File: src/rtl/rgb_seq_pkg.sv
package rgb_seq_pkg;

  typedef enum logic [1:0] {
    CH_RED   = 2'd0,
    CH_GREEN = 2'd1,
    CH_BLUE  = 2'd2
  } chan_e;

  // First channel of a rotation: Red when ascending, Blue when descending
  function automatic chan_e first_chan(input logic desc);
    return desc ? CH_BLUE : CH_RED;
  endfunction

  // Successor of a channel in the given rotation, wrapping after the third
  function automatic chan_e next_chan(input chan_e cur, input logic desc);
    chan_e nxt;
    if (!desc) begin
      case (cur)
        CH_RED:   nxt = CH_GREEN;
        CH_GREEN: nxt = CH_BLUE;
        default:  nxt = CH_RED;
      endcase
    end else begin
      case (cur)
        CH_BLUE:  nxt = CH_GREEN;
        CH_GREEN: nxt = CH_RED;
        default:  nxt = CH_BLUE;
      endcase
    end
    return nxt;
  endfunction

endpackage

File: src/rtl/edge_sync.sv
module edge_sync #(
  parameter int STAGES = 2
) (
  input  logic clk,
  input  logic rst_n,
  input  logic raw_in,
  output logic level,
  output logic fall
);
  logic [STAGES-1:0] chain;
  logic              prev;

  always_ff @(posedge clk) begin
    if (!rst_n) chain[0] <= 1'b0;
    else        chain[0] <= raw_in;
  end

  generate
    for (genvar i = 1; i < STAGES; i++) begin : g_stage
      always_ff @(posedge clk) begin
        if (!rst_n) chain[i] <= 1'b0;
        else        chain[i] <= chain[i-1];
      end
    end
  endgenerate

  always_ff @(posedge clk) begin
    if (!rst_n) prev <= 1'b0;
    else        prev <= chain[STAGES-1];
  end

  assign level = chain[STAGES-1];
  assign fall  = prev & ~chain[STAGES-1];


  fall_after_high_chk: assert property (@(posedge clk) disable iff (!rst_n)
    fall |-> ($past(chain[STAGES-1]) && !chain[STAGES-1]));

endmodule

File: src/rtl/chan_rotator.sv
module chan_rotator
  import rgb_seq_pkg::*;
(
  input  logic  clk,
  input  logic  rst_n,
  input  logic  pix_fall,
  input  logic  smp_fall,
  input  logic  order_cfg,
  output chan_e sel
);
  logic order_q;

  always_ff @(posedge clk) begin
    if (!rst_n) begin
      sel     <= CH_RED;
      order_q <= 1'b0;
    end else if (pix_fall) begin
      order_q <= order_cfg;
      sel     <= first_chan(order_cfg);
    end else if (smp_fall) begin
      sel     <= next_chan(sel, order_q);
    end
  end


  restart_chk: assert property (@(posedge clk) disable iff (!rst_n)
    pix_fall |=> (sel == ($past(order_cfg) ? CH_BLUE : CH_RED)));


  hold_chk: assert property (@(posedge clk) disable iff (!rst_n)
    (!pix_fall && !smp_fall) |=> $stable(sel));


  step_moves_chk: assert property (@(posedge clk) disable iff (!rst_n)
    (smp_fall && !pix_fall) |=> (sel != $past(sel)));


  legal_code_chk: assert property (@(posedge clk) disable iff (!rst_n)
    sel != 2'd3);

endmodule

File: src/rtl/edge_guard.sv
module edge_guard (
  input  logic clk,
  input  logic rst_n,
  input  logic sw_fall,
  input  logic cnv_level,
  input  logic err_clr,
  output logic err
);
  logic hit;
  assign hit = sw_fall & cnv_level;

  always_ff @(posedge clk) begin
    if (!rst_n)       err <= 1'b0;
    else if (hit)     err <= 1'b1;
    else if (err_clr) err <= 1'b0;
  end


  flag_set_chk: assert property (@(posedge clk) disable iff (!rst_n)
    (sw_fall && cnv_level) |=> err);


  flag_sticky_chk: assert property (@(posedge clk) disable iff (!rst_n)
    (err && !err_clr) |=> err);


  no_false_flag_chk: assert property (@(posedge clk) disable iff (!rst_n)
    (!err && !(sw_fall && cnv_level)) |=> !err);

endmodule

File: src/rtl/rgb_seq_ctrl.sv
module rgb_seq_ctrl
  import rgb_seq_pkg::*;
#(
  parameter int SYNC_STAGES = 2
) (
  input  logic       clk,
  input  logic       rst_n,
  input  logic       pix_clk_in,
  input  logic       smp_clk_in,
  input  logic       cnv_clk_in,
  input  logic       order_desc,
  input  logic       err_clr,
  output logic [1:0] chan_sel,
  output logic [2:0] chan_en,
  output logic       timing_err
);
  localparam int NUM_IN = 3;
  localparam int NUM_CH = 3;
  localparam int IDX_PIX = 0;
  localparam int IDX_SMP = 1;
  localparam int IDX_CNV = 2;

  logic [NUM_IN-1:0] raw_vec, lvl_vec, fall_vec;
  chan_e             sel;

  assign raw_vec = {cnv_clk_in, smp_clk_in, pix_clk_in};

  generate
    for (genvar g = 0; g < NUM_IN; g++) begin : g_sync
      edge_sync #(.STAGES(SYNC_STAGES)) u_sync (
        .clk   (clk),
        .rst_n (rst_n),
        .raw_in(raw_vec[g]),
        .level (lvl_vec[g]),
        .fall  (fall_vec[g])
      );
    end
  endgenerate

  chan_rotator u_rot (
    .clk      (clk),
    .rst_n    (rst_n),
    .pix_fall (fall_vec[IDX_PIX]),
    .smp_fall (fall_vec[IDX_SMP]),
    .order_cfg(order_desc),
    .sel      (sel)
  );

  edge_guard u_guard (
    .clk      (clk),
    .rst_n    (rst_n),
    .sw_fall  (fall_vec[IDX_SMP]),
    .cnv_level(lvl_vec[IDX_CNV]),
    .err_clr  (err_clr),
    .err      (timing_err)
  );

  assign chan_sel = sel;

  always_comb begin
    chan_en = '0;
    for (int c = 0; c < NUM_CH; c++) begin
      if (chan_sel == c[1:0]) chan_en[c] = 1'b1;
    end
  end


  one_enable_chk: assert property (@(posedge clk) disable iff (!rst_n)
    $countones(chan_en) == 1);

endmodule

File: config.mk
export PLATFORM = sky130hd
export DESIGN_NAME = rgb_seq_ctrl
export DESIGN_NICKNAME = d
export VERILOG_FILES = /design/src/rtl/rgb_seq_pkg.sv /design/src/rtl/edge_sync.sv /design/src/rtl/chan_rotator.sv /design/src/rtl/edge_guard.sv /design/src/rtl/rgb_seq_ctrl.sv
export SDC_FILE = /design/constraint.sdc
export NUM_CORES = 1
export LEC_CHECK = 0
export CORE_AREA = 4 4 41 43
export DETAILED_ROUTE_END_ITERATION = 12
export DIE_AREA = 0 0 45 47
export PLACE_DENSITY = 0.76
export SLEW_MARGIN = 20
export SYNTH_ARGS = -nofsm -noshare
export SYNTH_HDL_FRONTEND = slang
export SYNTH_HIERARCHICAL = 1
export SYNTH_SLANG_ARGS = --single-unit
File: constraint.sdc
create_clock -name clk -period 1.28 [get_ports clk]
set_input_delay 0.192 -clock clk [delete_from_list [all_inputs] [get_ports clk]]
set_output_delay 0.192 -clock clk [all_outputs]
set_load 0.05 [all_outputs]
* Word level (Yosys, flattened, before mapping)
Cells that the tools add are included.
** Storage, ports and cells
- Register bits :: 12
- Output and inout bits :: 6
- Logic and storage cells :: 32
** Operators by class
- Eq/ne operators :: 2
- Multiplexer cells :: 11
- Bitwise gates (word level) :: 5
- Reduce and logical (&&, ||, !) cells :: 3
** Operator list (count)
- $mux W2 :: 4
- $pmux W2 S2 :: 2
- $mux W1 :: 5
- $reduce_bool A2 Y1 :: 2
- $and A1 B1 Y1 :: 3
- $eq A2 B1 Y1 const B :: 1
- $eq A2 B2 Y1 const B :: 1
- $logic_not A2 Y1 :: 1
- $not A1 Y1 :: 2

* Depth between registers and ports, before layout
Gate-level depths: netlist of run 1.
- Word-level depth :: 5
- Gate-level depth with buffers :: 5
- Depth with buffers taken out :: 5

* Cells and area by module
The synthesis of run 1 kept the hierarchy.
** Modules (own cells, without submodules)
- edge_sync :: instances 3, cells each 7, area each 88.8 um^2, seq. area each 60.1 um^2
- chan_rotator :: instances 1, cells each 20, area each 185.2 um^2, seq. area each 60.1 um^2
- edge_guard :: instances 1, cells each 4, area each 41.3 um^2, seq. area each 20.0 um^2
- rgb_seq_ctrl :: instances 1, cells each 3, area each 18.8 um^2, seq. area each 0.0 um^2

* Worst setup path after synthesis of run 1
No wires, ideal clock.
- Path kind :: flip-flop to flip-flop
- Start point :: register u_rot.sel[0]
- End point :: register u_rot.sel[1]
- Library setup time :: 0.070 ns
- Arrival time :: 1.657 ns
- Required time :: 1.210 ns
- Setup slack :: -0.446 ns
- Cell stages (with the launch flop) :: 6
- Buffers on the path :: 0
- Path through :: dfxtp_1 -> inv_1 -> ha_1 -> nand2b_1 -> a311o_1 -> a21oi_1
** On the way
- Word-level cells in the longest chain between the ends :: 5
** RTL lines
- start: declaration :: line chan_rotator.sv:9 : output chan_e sel
- start signal: assignment :: line chan_rotator.sv:19 : sel <= first_chan(order_cfg);
- start signal: assignment :: line chan_rotator.sv:21 : sel <= next_chan(sel, order_q);
- $eq A2 B1 Y1, or another cell as far along :: line rgb_seq_pkg.sv:18, rgb_seq_pkg.sv:24
- $pmux W2 S2, on equally long branches :: line rgb_seq_pkg.sv:18, rgb_seq_pkg.sv:24
- $mux W2 * :: line rgb_seq_pkg.sv:17 : if (!desc) begin
- $mux W2 * :: line chan_rotator.sv:20 : end else if (smp_fall) begin
- $mux W2 * :: line chan_rotator.sv:17 : end else if (pix_fall) begin
Every way passes the cells marked *; elsewhere a longest branch is shown, timed or not. The select of a mux whose other input is x is not followed.
A chain may end at the register's enable or synchronous reset.

* Worst setup path in the final report of run 1
- Start point :: register u_rot.sel[1]
- End point :: output port chan_en[1]
** On the way
- Word-level cells in the longest chain between the ends :: 2
** RTL lines
- $eq A2 B1 Y1 :: line rgb_seq_ctrl.sv:63 : if (chan_sel == c[1:0]) chan_en[c] = 1'b1;
- $mux W1 :: line rgb_seq_ctrl.sv:63
- end: declaration :: line rgb_seq_ctrl.sv:14 : output logic [2:0] chan_en,
No other way between the ends.

==> results of run 1 <==
==> power groups by stage <==
stage	Clock, mW	Sequential [mW]	Combinational, mW
after floorplan	0	0.409	0.0479
after global placement	0	0.397	0.123
after detailed placement	0	0.398	0.126
after CTS	0.231	0.390	0.139
after global routing	0.247	0.392	0.150
final	0.213	0.391	0.139
==> what timing repair did <==
action / 4_1_cts / 5_1_grt
setup endpoints to repair: 4 / 3
pin swaps: 2 / 0
gates resized for setup: 5 / 1
setup buffers: 4 / 0
==> path summary, 6_finish.rpt <==
path	startpoint	end	slack [ps]
hold reg to reg	g_sync[0].u_sync/chain[0]	g_sync[0].u_sync/level	430
hold / removal	g_sync[0].u_sync/chain[0]	g_sync[0].u_sync/level	430
setup reg to reg	u_rot/sel[0]	u_rot/sel[1]	10
setup / recovery	u_rot/sel[1]	chan_en[1]	1
==> flip-flops by register name, indices dropped and copies added (netlist names) <==
| register | count |
|---|---|
| g_sync.u_sync/prev | 2 |
| g_sync.u_sync/chain | 3 |
| u_rot/order_q | 1 |
| g_sync.u_sync/level | 3 |
| u_rot/sel | 2 |
| u_guard/err | 1 |
==> stage by stage <==
step / hold slack [ps] / setup TNS [ps] / cells
final: 427 / 0 / 82
after global routing: 443 / -79.8 / 82
after CTS: 433 / -6.06 / 82
after detailed placement: 417 / 0 / 75
after global placement: 409 / 0 / 75
after floorplan: 314 / -219 / 45
==> cell type report <==
class	count	area (sq um)	area share, %
Multi-Input combinational cell	30	249	31.5
Inverter	3	11.3	1.43
Tap cell	15	18.8	2.38
Sequential cell	12	248	31.4
Timing Repair Buffer	19	240	30.4
Clock buffer	3	22.5	2.85
==> layer usage <==
| layer | routed length, microns | up-vias | global-route usage, % |
|---|---|---|---|
| met5 | 0 | - | 0 |
| met4 | 0 | 0 | 8.77 |
| met3 | 42 | 0 | 1.15 |
| met2 | 497 | 10 | 18.9 |
| met1 | 304 | 170 | 9.70 |
| li1 | - | 188 | - |
==> results by group, run 1 <==
Clocking
  • Max clock buf depth: 2
  • TritonCTS clock tree: built
  • Hold-fix buffers, CTS: 0
  • Worst-Skew Late Latency: 260 ps
  • H-tree levels: 1
  • CTS Buf Count: 3
  • Reg clk slew, reported paths: 60 ps
  • Sink Count: 12
  • Clk root buf: clkbuf_4

Worst hold path
  • Worst min path class: reg -> reg
  • Hold depth: 1

Route
  • Routed WL per cell: 10.3 microns
  • Via-per-instance ratio: 4.49
  • DR iter-0 viols: 0
  • Number of remaining DRC errors: 0
  • First drt pass iteration count: 1
  • Antenna Nets Post-Route: 0
  • Via count: 368
  • Total Wirelength: 844 microns

Placement
  • GP Congestion: 0.698
  • Port bufs: 12
  • HPWL after DPL: 636 microns
  • Dpl ws: 2.54 ps
  • DP Area: 704 sq um

Power and ir drop
  • Lkg Pwr: 0.322 nW
  • Comb power frac: 18.7%
  • Switching Fraction: 22.9%
  • Final Power: 0.742 mW
  • Cell Int Power: 0.572 mW
  • Sw power: 0.170 mW
  • Sequential power share: 52.6%
  • Clk pwr share: 28.7%
  • Peak supply drop: 0.000470 V
  • Pwr dens: 940 mW/mm^2

Floorplanning
  • Die extent in y: 47 microns
  • Core outline area: 0.00130 sq mm
  • Starting Density: 36.5%
  • DIE AREA: 0.00212 sq mm
  • # IOs: 13
  • Rows: 13
  • Die Wd: 45 microns

Logic synthesis
  • Warnings from Yosys: 6
  • Cell area after synthesis: 475 sq um
  • Synth Net Count: 55
  • Mean Syn Cell Area: 10.6 sq um
  • Synthesized instance count: 45

Cells and area
  • Number of fill cells: 126
  • Post-layout nets: 79
  • N_diodes: 0
  • Final Util: 60.7%
  • Area growth from synthesis to final layout: 66.1%
  • Most common cell after layout, fill and taps aside: dfxtp_1
  • Layout cells sized above 1: 46.3%
  • Final instance area: 790 sq um
  • Most frequent cells in the layout: dfxtp_1, and2_1, clkdlybuf4s50_1, buf_12, buf_4

STA
  • Period utilization: 99.9%
  • Worst Skew: 2.86 ps
  • Max frequency: 782 MHz
  • Slew headroom: 83.8%
  • PnR worst setup slack: 1.16 ps
  • Clock period minus worst slack: 1280 ps
  • Setup violators final: 0
  • Slew Limit Fails: 0
  • Slew @ Worst Pin: 243 ps
  • RSZ-0062 raised after global routing: true
  • Fin. Hold Viols: 0

Global route
  • First-pass GRT wire length: 1480 microns
  • Vias in the first global route: 376
  • Largest net degree at the start of global routing: 10
  • Initial antenna violation count: 0
  • Gr usage total: 10.1%
  • Overflow after GRT: 0

Worst setup path
  • Worst R2R Path Depth: 5
  • Crit path max fanout: 5
  • Crit end category: output pin
  • CP arrival: 1090 ps
  • Crit path depth: 3
  • WP buf/inv: 2
  • Crit path required time: 1090 ps
  • Crit Path Class: reg -> out
  • CP Cell Sequence: buf_6 > and2b_2 > buf_12
  • Crit-path max cell delay: 350 ps
  • Crit-path leading delay family: flip-flops
  • CP startpoint kind: register
  • Crit-path slowest cell: dfxtp_4

Flow run
  • Max-cap violations: 0

Run status
  • Status: completed
Power figures use the tool's default switching activity.
==> inputs of run 2 (changes only) <==
--- a/config.mk
+++ b/config.mk
@@ -5,11 +5,11 @@
 export SDC_FILE = /design/constraint.sdc
 export NUM_CORES = 1
 export LEC_CHECK = 0
+export ABC_AREA = 1
 export CORE_AREA = 4 4 41 43
 export DETAILED_ROUTE_END_ITERATION = 12
 export DIE_AREA = 0 0 45 47
-export PLACE_DENSITY = 0.76
-export SLEW_MARGIN = 20
+export PLACE_DENSITY = 0.77
 export SYNTH_ARGS = -nofsm -noshare
 export SYNTH_HDL_FRONTEND = slang
 export SYNTH_HIERARCHICAL = 1
==> run 2 against run 1 <==
Effect of this change: synthesized area up 4.2%; power rose by 4.9%; via count grew 12%; combinational power fell by 31%; non-clock buffer count down 6; cell count increased by 24%; synthesized cell count grew 56%; first-iteration DRC count up 2; clock-buffer cell count increased by 1; critical endpoint is now chan_en[2]; largest power group unchanged.
==> results by group, run 2 <==
Worst hold path
  • Worst hold start: g_sync[2].u_sync/chain[0]
  • Worst min path class: reg -> reg
  • Hold depth: 2 (+1)
  • Hold endpoint: g_sync[2].u_sync/level

Worst setup path
  • FF-to-FF End: u_rot/sel[1]
  • Crit path required time: 1090 ps (about the same)
  • R2R setup slack: 170 ps (+160 ps)
  • Crit Path Class: reg -> out
  • WP buf/inv: 2 (unchanged)
  • Crit path max fanout: 7 (+2)
  • Worst R2R Path Depth: 5 (unchanged)
  • Crit end category: output pin
  • CP startpoint kind: register
  • Crit-path leading delay family: flip-flops
  • CP arrival: 1010 ps (-80 ps)
  • Crit-path slowest cell: dfxtp_4
  • Crit-path max cell delay: 400 ps (+50 ps)
  • Critical R2R Launch: u_rot/sel[0]
  • CP Cell Sequence: inv_1 > nor2_2 > buf_12

STA
  • Slew Limit Fails: 0 (unchanged)
  • Slew headroom: 81.8% (-1.9 points)
  • RSZ-0062 raised after global routing: false
  • Worst Skew: 1.40 ps (-1.46 ps)
  • Slew @ Worst Pin: 271 ps (+28.7 ps)
  • Setup TNS: 0 ps (unchanged)
  • Fin. Hold Viols: 0 (unchanged)
  • Period utilization: 93.5% (-6.4 points)
  • Setup violators final: 0 (unchanged)
  • Max frequency: 835 MHz (+6.8%)
  • Clock period minus worst slack: 1200 ps (-81.7 ps)

Clocking
  • Sink Count: 12 (unchanged)
  • CTS Buf Count: 3 (unchanged)
  • Postcts setup bufs: 0 (-4)
  • Max clock buf depth: 2 (unchanged)
  • Worst-Skew Late Latency: 260 ps (about the same)
  • H-tree levels: 1 (unchanged)
  • TritonCTS clock tree: built
  • Clk root buf: clkbuf_4
  • Hold-fix buffers, CTS: 0 (unchanged)
  • Post-CTS Resized: 0 (-5)
  • Reg clk slew, reported paths: 70 ps (about the same)

Placement
  • HPWL after DPL: 667 microns (+4.8%)
  • GP Congestion: 0.744 (+6.5%)
  • Placed Cells: 98 (+31%)
  • Port bufs: 12 (unchanged)

Global route
  • Initial antenna violation count: 0 (unchanged)
  • First-pass GRT wire length: 1410 microns (-4.7%)
  • Vias in the first global route: 397 (+5.6%)
  • Overflow after GRT: 0 (unchanged)
  • Gr usage total: 9.83% (-0.25 points)
  • Largest net degree at the start of global routing: 8 (-2)

Cells and area
  • Layout cells sized above 1: 19.5% (-27 points)
  • Most frequent cells in the layout: inv_1, nand2_1, dfxtp_1
  • Final Non-Filler Cells: 102 (+24%)
  • Post-layout nets: 98 (+24%)
  • Final Util: 57.9% (-2.8 points)
  • N_diodes: 0 (unchanged)
  • Area growth from synthesis to final layout: 52.0%
  • Most common cell after layout, fill and taps aside: inv_1

Route
  • First drt pass iteration count: 3 (+2)
  • Total Wirelength: 794 microns (-5.9%)
  • Via-per-instance ratio: 4.05 (-9.8%)
  • DR iter-0 viols: 2 (+2)
  • Antenna Nets Post-Route: 0 (unchanged)
  • Routed WL per cell: 7.78 microns (-24%)
  • Number of remaining DRC errors: 0 (unchanged)
  • Via count: 413 (+12%)

Power and ir drop
  • Lkg Pwr: 0.388 nW (+20%)
  • Peak supply drop: 0.000795 V (+69%)
  • Final Power: 0.778 mW (+4.9%)
  • Pwr dens: 1030 mW/mm^2 (+9.9%)

Floorplanning
  • Die extent in y: 47 microns (unchanged)
  • Die Wd: 45 microns (unchanged)
  • # IOs: 13 (unchanged)
  • Core outline area: 0.00130 sq mm (unchanged)
  • Rows: 13 (unchanged)
  • DIE AREA: 0.00212 sq mm (unchanged)
  • Starting Density: 38.1% (+1.5 points)

Logic synthesis
  • Warnings from Yosys: 6 (unchanged)
  • Synthesized instance count: 70 (+56%)
  • Synth Net Count: 80 (+45%)
  • Cell area after synthesis: 495 sq um (+4.2%)
  • Mean Syn Cell Area: 7.08 sq um (-33%)

Run status
  • Status: completed

Flow run
  • Max-cap violations: 0 (unchanged)
==> run 2: changes by cell type in the layout (fill, tap and decap cells not counted), moves of 3 or more <==
cell     before  now
nand2_1       2   16
and2_1        6    0
buf_4         5    1
nor2_1        2    7
and2b_2       3    0
inv_1         1   23
==> run 2: cell type report <==
class                   count  area (sq um)
inverters                  23          86.3
fillers                   122           548
multi-input cells          35           176
flip-flops and latches     12           248
clock buffers               4          36.3
well taps                  15          18.8
repair buffers             13           188
==> run 2: routing by layer <==
metal	routed length, microns	global-route usage (%)
met1	313	8.28
met2	422	17.5
met3	58	3.45
met4	0	9.94
met5	0	0
==> run 2: how the worst max path moves through the flow <==
| stage | startpoint | endpoint | slack (ps) | depth (start not counted) |
|---|---|---|---|---|
| after floorplan | u_rot/sel[0] | u_rot/sel[1] | 30 | 5 |
| after detailed placement | u_rot/sel[0] | u_rot/sel[1] | 140 | 5 |
| after CTS | u_rot/sel[1] | chan_en[2] | 20 | 3 |
| after global placement | rst_n | g_sync[2].u_sync/level | 180 | 4 |
| after global routing | u_rot/sel[0] | chan_en[1] | 10 | 3 |
| final | u_rot/sel[1] | chan_en[2] | 80 | 3 |
==> run 2: tightest hold or removal path: cells and delay by family (launching register included) <==
family	cells	cell delay, ps
and+or+nand+nor	1	40
DFF	1	300
buffers and inverters	1	30
==> run 2: power by group <==
| part | total [mW] | leakage [nW] | switching, mW | internal [mW] |
|---|---|---|---|---|
| logic | 0.0961 | 0.267 | 0.0470 | 0.0491 |
| registers | 0.391 | 0.0998 | 0.00806 | 0.383 |
| clock network | 0.291 | 0.0210 | 0.118 | 0.173 |
==> run 2: through the flow <==
step           hold slack, ps  area [sq um]  setup slack [ps]
6_report                  410           753              82.8
2_1_floorplan             285           505              34.3
4_1_cts                   414           748              19.5
3_3_place_gp              389           712               183
5_1_grt                   420           753              11.0
3_5_place_dp              401           712               142
==> inputs of run 3 (changes only) <==
--- a/config.mk
+++ b/config.mk
@@ -5,11 +5,10 @@
 export SDC_FILE = /design/constraint.sdc
 export NUM_CORES = 1
 export LEC_CHECK = 0
-export ABC_AREA = 1
 export CORE_AREA = 4 4 41 43
 export DETAILED_ROUTE_END_ITERATION = 12
 export DIE_AREA = 0 0 45 47
-export PLACE_DENSITY = 0.77
+export PLACE_DENSITY = 0.76
 export SYNTH_ARGS = -nofsm -noshare
 export SYNTH_HDL_FRONTEND = slang
 export SYNTH_HIERARCHICAL = 1
==> results of run 3 <==
Final layout, timing and power as in run 1 (identical DEF).
